<file path="src/rtl/fpcsr_pkg.sv">
package fpcsr_pkg;
  typedef enum logic [1:0] {
    VIEW_NONE  = 2'd0,
    VIEW_FLAGS = 2'd1,
    VIEW_RMODE = 2'd2,
    VIEW_FULL  = 2'd3
  } view_e;
endpackage

</file>
<file path="src/rtl/fpcsr_decode.sv">
module fpcsr_decode
  import fpcsr_pkg::*;
#(
  parameter int ADDR_W = 12,
  parameter logic [ADDR_W-1:0] ADDR_FLAGS = 12'h001,
  parameter logic [ADDR_W-1:0] ADDR_RMODE = 12'h002,
  parameter logic [ADDR_W-1:0] ADDR_FULL  = 12'h003
) (
  input  logic              req_valid,
  input  logic [ADDR_W-1:0] req_addr,
  output view_e             view
);
  always_comb begin
    view = VIEW_NONE;
    if (req_valid) begin
      if (req_addr == ADDR_FLAGS)      view = VIEW_FLAGS;
      else if (req_addr == ADDR_RMODE) view = VIEW_RMODE;
      else if (req_addr == ADDR_FULL)  view = VIEW_FULL;
    end
  end
endmodule

</file>
<file path="src/rtl/fpcsr_guard.sv">
module fpcsr_guard
  import fpcsr_pkg::*;
(
  input  view_e view,
  input  logic  fp_enable,
  input  logic  vec_present,
  input  logic  dbg_access,
  output logic  hit,
  output logic  illegal
);
  logic full_bypass;

  always_comb begin
    hit         = (view != VIEW_NONE);
    // combined view stays reachable for vector code when FP is off
    full_bypass = (view == VIEW_FULL) && vec_present;
    illegal     = hit && !dbg_access && !fp_enable && !full_bypass;
  end
endmodule

</file>
<file path="src/rtl/fpcsr_state.sv">
module fpcsr_state
  import fpcsr_pkg::*;
#(
  parameter int FLAG_W = 5,
  parameter int RM_W   = 3,
  parameter int VXRM_W = 2,
  localparam int RM_LSB    = FLAG_W,
  localparam int VXSAT_POS = FLAG_W + RM_W,
  localparam int VXRM_LSB  = VXSAT_POS + 1,
  localparam int FULL_W    = VXRM_LSB + VXRM_W
) (
  input  logic              clk,
  input  logic              rst_n,
  input  logic              wr_en,
  input  view_e             view,
  input  logic              vec_present,
  input  logic [FULL_W-1:0] wdata,
  output logic [FLAG_W-1:0] flags_q,
  output logic [RM_W-1:0]   rm_q,
  output logic              vxsat_q,
  output logic [VXRM_W-1:0] vxrm_q
);
  logic [FLAG_W-1:0] flags_d;
  logic [RM_W-1:0]   rm_d;
  logic              vxsat_d;
  logic [VXRM_W-1:0] vxrm_d;

  always_comb begin
    flags_d = flags_q;
    rm_d    = rm_q;
    vxsat_d = vxsat_q;
    vxrm_d  = vxrm_q;
    if (wr_en) begin
      unique case (view)
        VIEW_FLAGS: flags_d = wdata[FLAG_W-1:0];
        VIEW_RMODE: rm_d    = wdata[RM_W-1:0];
        VIEW_FULL: begin
          flags_d = wdata[FLAG_W-1:0];
          rm_d    = wdata[RM_LSB +: RM_W];
          if (vec_present) begin
            vxsat_d = wdata[VXSAT_POS];
            vxrm_d  = wdata[VXRM_LSB +: VXRM_W];
          end
        end
        default: ;
      endcase
    end
  end

  always_ff @(posedge clk or negedge rst_n) begin
    if (!rst_n) begin
      flags_q <= '0;
      rm_q    <= '0;
      vxsat_q <= 1'b0;
      vxrm_q  <= '0;
    end else begin
      flags_q <= flags_d;
      rm_q    <= rm_d;
      vxsat_q <= vxsat_d;
      vxrm_q  <= vxrm_d;
    end
  end

  // without the vector extension a write keeps vector fields as they were
  p_vec_keep_r6: assert property (@(posedge clk) disable iff (!rst_n)
    (wr_en && !vec_present) |=> ($stable(vxsat_q) && $stable(vxrm_q)));
endmodule

</file>
<file path="src/rtl/fpcsr_unit.sv">
module fpcsr_unit
  import fpcsr_pkg::*;
#(
  parameter int XLEN   = 32,
  parameter int ADDR_W = 12,
  parameter int FLAG_W = 5,
  parameter int RM_W   = 3,
  parameter int VXRM_W = 2,
  parameter logic [ADDR_W-1:0] ADDR_FLAGS = 12'h001,
  parameter logic [ADDR_W-1:0] ADDR_RMODE = 12'h002,
  parameter logic [ADDR_W-1:0] ADDR_FULL  = 12'h003
) (
  input  logic              clk,
  input  logic              rst_n,
  input  logic              req_valid,
  input  logic [ADDR_W-1:0] req_addr,
  input  logic              req_we,
  input  logic [XLEN-1:0]   req_wdata,
  input  logic              fp_enable,
  input  logic              vec_present,
  input  logic              dbg_access,
  output logic [XLEN-1:0]   rsp_rdata,
  output logic              rsp_illegal,
  output logic              fs_dirty
);
  localparam int RM_LSB    = FLAG_W;
  localparam int VXSAT_POS = FLAG_W + RM_W;
  localparam int VXRM_LSB  = VXSAT_POS + 1;
  localparam int FULL_W    = VXRM_LSB + VXRM_W;

  view_e             view;
  logic              hit;
  logic              illegal;
  logic              wr_ok;
  logic [FLAG_W-1:0] flags_q;
  logic [RM_W-1:0]   rm_q;
  logic              vxsat_q;
  logic [VXRM_W-1:0] vxrm_q;
  logic              unused_hi;

  assign unused_hi = ^req_wdata[XLEN-1:FULL_W];

  fpcsr_decode #(
    .ADDR_W(ADDR_W), .ADDR_FLAGS(ADDR_FLAGS),
    .ADDR_RMODE(ADDR_RMODE), .ADDR_FULL(ADDR_FULL)
  ) u_decode (
    .req_valid(req_valid), .req_addr(req_addr), .view(view)
  );

  fpcsr_guard u_guard (
    .view(view), .fp_enable(fp_enable), .vec_present(vec_present),
    .dbg_access(dbg_access), .hit(hit), .illegal(illegal)
  );

  assign wr_ok = hit && req_we && !illegal;

  fpcsr_state #(
    .FLAG_W(FLAG_W), .RM_W(RM_W), .VXRM_W(VXRM_W)
  ) u_state (
    .clk(clk), .rst_n(rst_n), .wr_en(wr_ok), .view(view),
    .vec_present(vec_present), .wdata(req_wdata[FULL_W-1:0]),
    .flags_q(flags_q), .rm_q(rm_q), .vxsat_q(vxsat_q), .vxrm_q(vxrm_q)
  );

  always_comb begin
    rsp_rdata = '0;
    if (!illegal) begin
      unique case (view)
        VIEW_FLAGS: rsp_rdata[FLAG_W-1:0] = flags_q;
        VIEW_RMODE: rsp_rdata[RM_W-1:0]   = rm_q;
        VIEW_FULL: begin
          rsp_rdata[FLAG_W-1:0]        = flags_q;
          rsp_rdata[RM_LSB +: RM_W]    = rm_q;
          if (vec_present) begin
            rsp_rdata[VXSAT_POS]         = vxsat_q;
            rsp_rdata[VXRM_LSB +: VXRM_W] = vxrm_q;
          end
        end
        default: ;
      endcase
    end
  end

  assign rsp_illegal = illegal;
  assign fs_dirty    = wr_ok;

  // refused access leaves state alone and raises no dirty pulse
  p_illegal_quiet_r7: assert property (@(posedge clk) disable iff (!rst_n)
    rsp_illegal |-> (!fs_dirty && rsp_rdata == '0));
  p_illegal_hold_r7: assert property (@(posedge clk) disable iff (!rst_n)
    rsp_illegal |=> ($stable(flags_q) && $stable(rm_q) && $stable(vxsat_q) && $stable(vxrm_q)));
  // dirty pulse only for a valid write request
  p_dirty_write_r10: assert property (@(posedge clk) disable iff (!rst_n)
    fs_dirty |-> (req_valid && req_we));
  // flags view write stores the low field
  p_flags_store_r2: assert property (@(posedge clk) disable iff (!rst_n)
    (fs_dirty && view == VIEW_FLAGS) |=> (flags_q == $past(req_wdata[FLAG_W-1:0])));
  // vector bits read zero without the extension
  p_vec_zero_r6: assert property (@(posedge clk) disable iff (!rst_n)
    !vec_present |-> (rsp_rdata[VXRM_LSB+VXRM_W-1:VXSAT_POS] == '0));
  // foreign register numbers get no answer
  p_foreign_r12: assert property (@(posedge clk) disable iff (!rst_n)
    !hit |-> (!rsp_illegal && !fs_dirty && rsp_rdata == '0));
endmodule

</file>
<file path="config.mk">
export PLATFORM = sky130hd
export DESIGN_NAME = fpcsr_unit
export DESIGN_NICKNAME = d
export VERILOG_FILES = /design/src/rtl/fpcsr_pkg.sv /design/src/rtl/fpcsr_decode.sv /design/src/rtl/fpcsr_guard.sv /design/src/rtl/fpcsr_state.sv /design/src/rtl/fpcsr_unit.sv
export SDC_FILE = /design/constraint.sdc
export NUM_CORES = 1
export LEC_CHECK = 0
export BUFFER_PORTS_ARGS = -buffer_cell sky130_fd_sc_hd__buf_2
export CAP_MARGIN = 20
export CORE_MARGIN = 2
export CORE_UTILIZATION = 35
export DETAILED_ROUTE_END_ITERATION = 10
export PLACE_DENSITY_LB_ADDON = 0.15
export SYNTH_ARGS = -nofsm -noshare
export SYNTH_HDL_FRONTEND = slang
export SYNTH_HIERARCHICAL = 1
export SYNTH_SLANG_ARGS = --single-unit
</file>
<file path="constraint.sdc">
create_clock -name clk -period 3.7 [get_ports clk]
set_input_delay 0.185 -clock clk [delete_from_list [all_inputs] [get_ports clk]]
set_output_delay 0.185 -clock clk [all_outputs]
set_load 0.02 [all_outputs]
</file>
==> metrics, run 1 <==
status completed; initial drt markers 15; layout cells sized above 1 0.5317; Synthesis Warnings 6; vias after detailed routing 684; Unique masters post-synth 26; Die X 53.02 µm; GPL Wtd Cong 0.6639; CP Capture Type primary output; Final min period 2747 ps; clk buf depth 2; nets 178; most common cell after layout, fill and taps aside buf_2; sequential share of power 0.492; worst-path fanout max 9; register area share after synthesis 0.3274; Hold Crit Depth 2; Synth Area per Inst 10.38 µm²; fillers between 200 and 250; Leak 0.6014 nW; Gate power share 0.171; CTS root buffer clkbuf_4; mapped cell area 840.8 µm²; IO Count 85; setup bufs post-CTS 0; Hold-fix buffers, CTS 1; Seq cells post-synth 11; slew margin rel. 0.5346; CTS tree done; DR vias/cell around 4.4; P per Cell Area 234.7 mW/mm²; GR Util All Layers 0.1292; crit start category input port; Reg2Reg Depth 1; Setup violations, final 0; Slew Limit Fails 0; max-cap violation count 0; htree depth 1; Final Power between 0.2 and 0.25 mW; Worst Path Arrival 2560 ps; first-pass GRT wire length around 2600 µm; post-CTS sizing 0; worst path required time 3510 ps; clock latency at the later pin of the worst-skew pair 270 ps; Worst Hold Class input port to register; peak supply drop 166.9 µV; full die area roughly 0.0028 mm²; total grt overflow 0; final worst path period share 0.7423; Multi-input gate area 469.2 µm²; initial core utilization 0.3765; PortBufs 42; dpl hpwl 1398 µm; row count 17; total iterations of the first detailed-routing run 3; kind of critical path input port to primary output; Post-Route WL between 1500 and 2000 µm; Reg clk slew, reported paths 70 ps; synthesis-to-finish area growth 23.81%; core box area 0.002233 mm²; Residual DRC 0; clock skew 0 ps; Antenna Nets Post-Route 0; vias in the first global route 577; TritonCTS Buffers 3; drt wl/cell 11.19 µm; commonest cells after routing, fill and taps aside 42 x buf_2, 21 x conb_1, 11 x dfrtp_1; Die Ht 53.02 µm; clock sinks 11; setup_tns 0 ps; antenna violations before repair 0; Ant. Diodes 0; switching share of power 0.2827; synthesized instance count 81; RSZ-0062 raised after global routing no; Reg area 275.3 µm²; Achievable Freq ~0.36 GHz; P_sw 0.06907 mW; Pint 0.1753 mW; slew at the pin with the worst max-slew slack 695.6 ps; largest net degree at the start of global routing 18; Clk pwr share 0.337; final hold vios 0
-- area by class of cell --
class	count	share of cell area
Timing Repair Buffer	45	0.2260
Sequential cell	11	0.2644
Tap cell	28	0.03365
Multi-Input combinational cell	66	0.4507
Clock buffer	4	0.02524
-- logic make-up after synthesis --
group / count (synthesis) / share of synthesized area
compound gates: 9 / 0.07589
mux: 11 / 0.1562
flops: 11 / 0.3274
buf+inv: 24 / 0.2188
other cells: 1 / 0.004460
simple gates: 25 / 0.2173
-- cell usage after synthesis --
library cell | instances | area, µm²
a21oi_1 | 3 | 15.01
a31oi_1 | 3 | 18.77
a32o_1 | 3 | 30.03
and2_2 | 2 | 15.01
and3_1 | 2 | 12.51
and3_2 | 2 | 15.01
and4_1 | 2 | 17.52
and4_2 | 1 | 10.01
buf_4 | 23 | 172.7
buf_6 | 1 | 11.26
conb_1 | 1 | 3.750
dfrtp_1 | 11 | 275.3
mux2_2 | 5 | 56.30
mux2_4 | 3 | 45.04
mux2i_1 | 3 | 30.03
nand2_1 | 3 | 11.26
nand2_2 | 1 | 6.260
nand3_1 | 1 | 5.000
nand4_4 | 1 | 21.27
nor2_1 | 3 | 11.26
nor2b_4 | 1 | 13.76
nor4_1 | 2 | 12.51
or2_1 | 1 | 6.260
or2_2 | 1 | 6.260
or4_1 | 1 | 7.510
or4_4 | 1 | 11.26
-- per-stage QoR --
stage	hold WS, ps	cell area (µm²)	std cells	utilization	setup WS (ps)
after global placement	68.32	1005	149	0.4499	747.8
after CTS	136.8	1041	154	0.4661	913.3
after global routing	130.0	1041	154	0.4661	750.9
after floorplan	-110.6	922.1	101	-	409.7
after detailed placement	71.18	1005	149	0.4499	717.1
final	145.8	1041	154	0.4661	953.4
-- registers in the layout, summed over array words and instances, names as in the netlist --
name / flops
u_state/vxsat_q: 1
u_state/rm_q: 3
u_state/vxrm_q: 2
u_state/flags_q: 5
-- layer usage --
| layer | vias to the layer above | global-route usage | wire length (µm) |
|---|---|---|---|
| met5 | - | 0 | 0 |
| met4 | 0 | 0.06410 | 0 |
| met3 | 0 | 0.02542 | 123 |
| met2 | 33 | 0.1896 | 819 |
| met1 | 311 | 0.1789 | 780 |
| li1 | 340 | - | - |
-- power groups by stage --
stage,clock [mW],combinational [mW],sequential [mW]
2_1_floorplan,0,0.0391,0.123
3_3_place_gp,0,0.0404,0.122
3_5_place_dp,0,0.0410,0.122
4_1_cts,0.0868,0.0419,0.120
5_1_grt,0.0936,0.0462,0.120
6_report,0.0825,0.0418,0.120
-- critical path, stage by stage --
cell,delay (ps)
buf_2,90
or4_1,570
nor4_2,280
buf_4,230
nand3_1,90
and3_1,250
nor2_1,570
buf_2,290
-- final timing paths --
path / endpoint / slack, ps / startpoint
setup / recovery: fs_dirty / 950 / req_addr[9]
hold reg to reg: u_state/flags_q[3] / 500 / u_state/flags_q[3]
min in group asynchronous: u_state/flags_q[1] / 310 / rst_n
hold / removal: u_state/flags_q[4] / 150 / req_wdata[4]
setup reg to reg: u_state/flags_q[1] / 2940 / u_state/flags_q[1]
max in group asynchronous: u_state/rm_q[2] / 3180 / rst_n
Note: power is estimated with default switching activity, not from simulation.
==> inputs of run 2 (changes only) <==
- ABC_AREA: unset -> 1
- CORE_UTILIZATION: 35 -> 33
- clock period: 3.7 -> 2.5 ns (I/O delays scaled with it)
==> run 2 against run 1 <==
Synthesized cell count up 86%. Largest cell class unchanged. Wire length rose by 7.7%. Combinational power rose by 55%.
==> metrics, run 2 <==
GR Util All Layers 0.1164 (-0.01277); switching share of power 0.2721 (-0.01060); P_sw 0.09728 mW (+41%); first-pass GRT wire length 2994 µm (+16%); total grt overflow 0 (unchanged); nets 249 (+40%); dpl hpwl 1612 µm (+15%); max-cap violation count 0 (unchanged); Die Ht 57.29 µm (+8.1%); RSZ-0062 raised after global routing no; register area share after synthesis 0.2937 (-0.03366); CTS tree done; worst path required time 2380 ps (-1130 ps); initial core utilization 0.3428 (-0.03368); Post-synth top flop dfrtp_1; Post-synth ARST share 1.000 (unchanged); critical path's slowest cell nor2_1; P per Cell Area 315.8 mW/mm² (+35%); sequential share of power 0.498 (+0.006); Yosys top cell area share 0.2937 (-0.03366); Achievable Freq slightly below 0.6 GHz; drt wl/cell 8.140 µm (-27%); Reg clk slew, reported paths 60 ps (about the same); Final min period 1735 ps; ranking of synthesized cells by area dfrtp_1 29%, nand2_1 20%, buf_4 18%, inv_1 8.8%, nor2_1 8.0%; largest net degree at the start of global routing 13 (-5); register name with the most flops u_state/flags_q; vias after detailed routing 930 (+36%); final worst path period share 0.6941; row count 19 (+2); worst-path cell chain buf_2, inv_1, nand2_1, nor2_1, nand2_1, nor2_1, inv_1, nand2_2, nand2_1, nor2_1, buf_4, nor2_2, nand2_1, nand2_1, buf_2; top-count cell post-synth nand2_1; mapped cell area 937.1 µm² (+11%); Unique masters post-synth 17 (-35%); total iterations of the first detailed-routing run 4 (+1); initial drt markers 14 (-1); Hold-fix buffers, CTS 1 (unchanged); top flop regs u_state/flags_q x5, u_state/rm_q x3, u_state/vxrm_q x2; DR vias/cell 4.079 (-8.2%); setup bufs post-CTS 0 (unchanged); clk buf depth 2 (unchanged); crit start category input port; final core occ 0.4142 (-0.05192); critical path's largest stage delay 250 ps (-320 ps); Synthesis Warnings 6 (unchanged); Post-Route WL 1856 µm (+7.7%); Antenna Nets Post-Route 0 (unchanged); list of most frequent post-synthesis cells 51 x nand2_1, 22 x buf_4, 22 x inv_1, 20 x nor2_1, 11 x dfrtp_1; post-CTS sizing 0 (unchanged); EDFF count, synth 0 (unchanged); htree depth 1 (unchanged); most common cell after layout, fill and taps aside nand2_1; synthesized instance count 151 (+86%); placed insts 223 (+50%); IO Count 85 (unchanged); Cell Count, Final, Fillers Out 228 (+48%); setup_tns 0 ps (unchanged); status completed; TritonCTS Buffers 3 (unchanged); Worst Hold Class input port to register; clock sinks 11 (unchanged); vias in the first global route 788 (+37%); Seq cells post-synth 11 (unchanged); Gate power share 0.181 (+0.010); R2R Setup Slk 1870 ps (-1070 ps); synthesis-to-finish area growth 20.83%; Synth Area per Inst 6.206 µm² (-40%); Ant. Diodes 0 (unchanged); final hold vios 0 (unchanged); antenna violations before repair 0 (unchanged); GPL Wtd Cong 0.7350 (+11%); clock latency at the later pin of the worst-skew pair 260 ps (about the same); clock skew 0 ps (unchanged); max FFs per register 5 (unchanged); Slew Limit Fails 0 (unchanged); kind of critical path input port to primary output; Residual DRC 0 (unchanged); core box area 0.002734 mm² (+22%); Setup violations, final 0 (unchanged); CTS root buffer clkbuf_4; Die X 57.29 µm (+8.1%); layout cells sized above 1 0.2741 (-0.2576); commonest cells after routing, fill and taps aside 51 x nand2_1, 42 x buf_2, 22 x inv_1; Pint 0.2603 mW (+48%); PortBufs 42 (unchanged); CP Capture Type primary output; Clk pwr share 0.321 (-0.016); Final Power 0.3576 mW (+46%); most frequent CP cell nand2_1; worst-path fanout max 11 (+2); Leak 0.7265 nW (+21%); peak supply drop 215.2 µV (+29%); full die area 0.003282 mm² (+17%); Worst Path Arrival 1610 ps (-950 ps); Synth area leader dfrtp_1
-- run 2: cell count changes after synthesis, sizes merged, moves of 4 or more --
cell	previous run	this run
and3	4	0
nand3	1	5
mux2	8	0
nand2	4	54
o21ai	0	5
inv	0	23
nor2	3	21
-- run 2: cells by family after synthesis --
group | synth area share
AO/OA/AOI/OAI | 0.03071
buffers and inverters | 0.2964
flip-flops | 0.2937
AND/OR/NAND/NOR | 0.3752
other | 0.004001
-- run 2: layout make-up --
type                       instances  area (µm²)
sequential                        11       275.3
multi-input combinational        112       459.2
inverter                          24       90.09
tap                               31       38.79
clock buffer                       4       26.28
fill                             305        1602
timing repair buffer              46       242.7
-- run 2: per-stage QoR --
step	setup slack (ps)	hold WS [ps]	cell area [µm²]
after floorplan	272.8	-170.6	1012
after global placement	543.8	3.002	1096
after detailed placement	504.4	6.439	1096
after CTS	744.5	54.19	1132
after global routing	503.0	53.98	1132
final	764.6	62.53	1132
-- run 2: per-layer routing --
layer  up-vias  GRT usage  wire (µm)
met5         -          0          0
met2        35     0.2250        937
met3         2    0.01814        124
met4         0    0.05980         12
met1       399     0.1186        781
li1        494          -          -
-- run 2: power groups by stage --
stage | Sequential (mW) | Clock (mW) | Combinational [mW]
3_5_place_dp | 0.181 | 0 | 0.0639
6_report | 0.178 | 0.115 | 0.0647
5_1_grt | 0.178 | 0.133 | 0.0726
4_1_cts | 0.178 | 0.122 | 0.0653
2_1_floorplan | 0.181 | 0 | 0.0619
3_3_place_gp | 0.181 | 0 | 0.0626
-- run 2: path summary, 6_finish.rpt --
kind	start	to	cells after the start
max	req_addr[9]	rsp_rdata[2]	15
min	req_wdata[8]	u_state/vxsat_q	3
max reg2reg	u_state/rm_q[2]	u_state/rm_q[2]	2
min reg2reg	u_state/flags_q[4]	u_state/flags_q[4]	2
max in group asynchronous	rst_n	u_state/flags_q[4]	2
min in group asynchronous	rst_n	u_state/rm_q[1]	2
-- run 2: critical path, delay by kind of cell --
family        cells  cell delay (ps)
buf+inv           5              580
simple gates     10              910
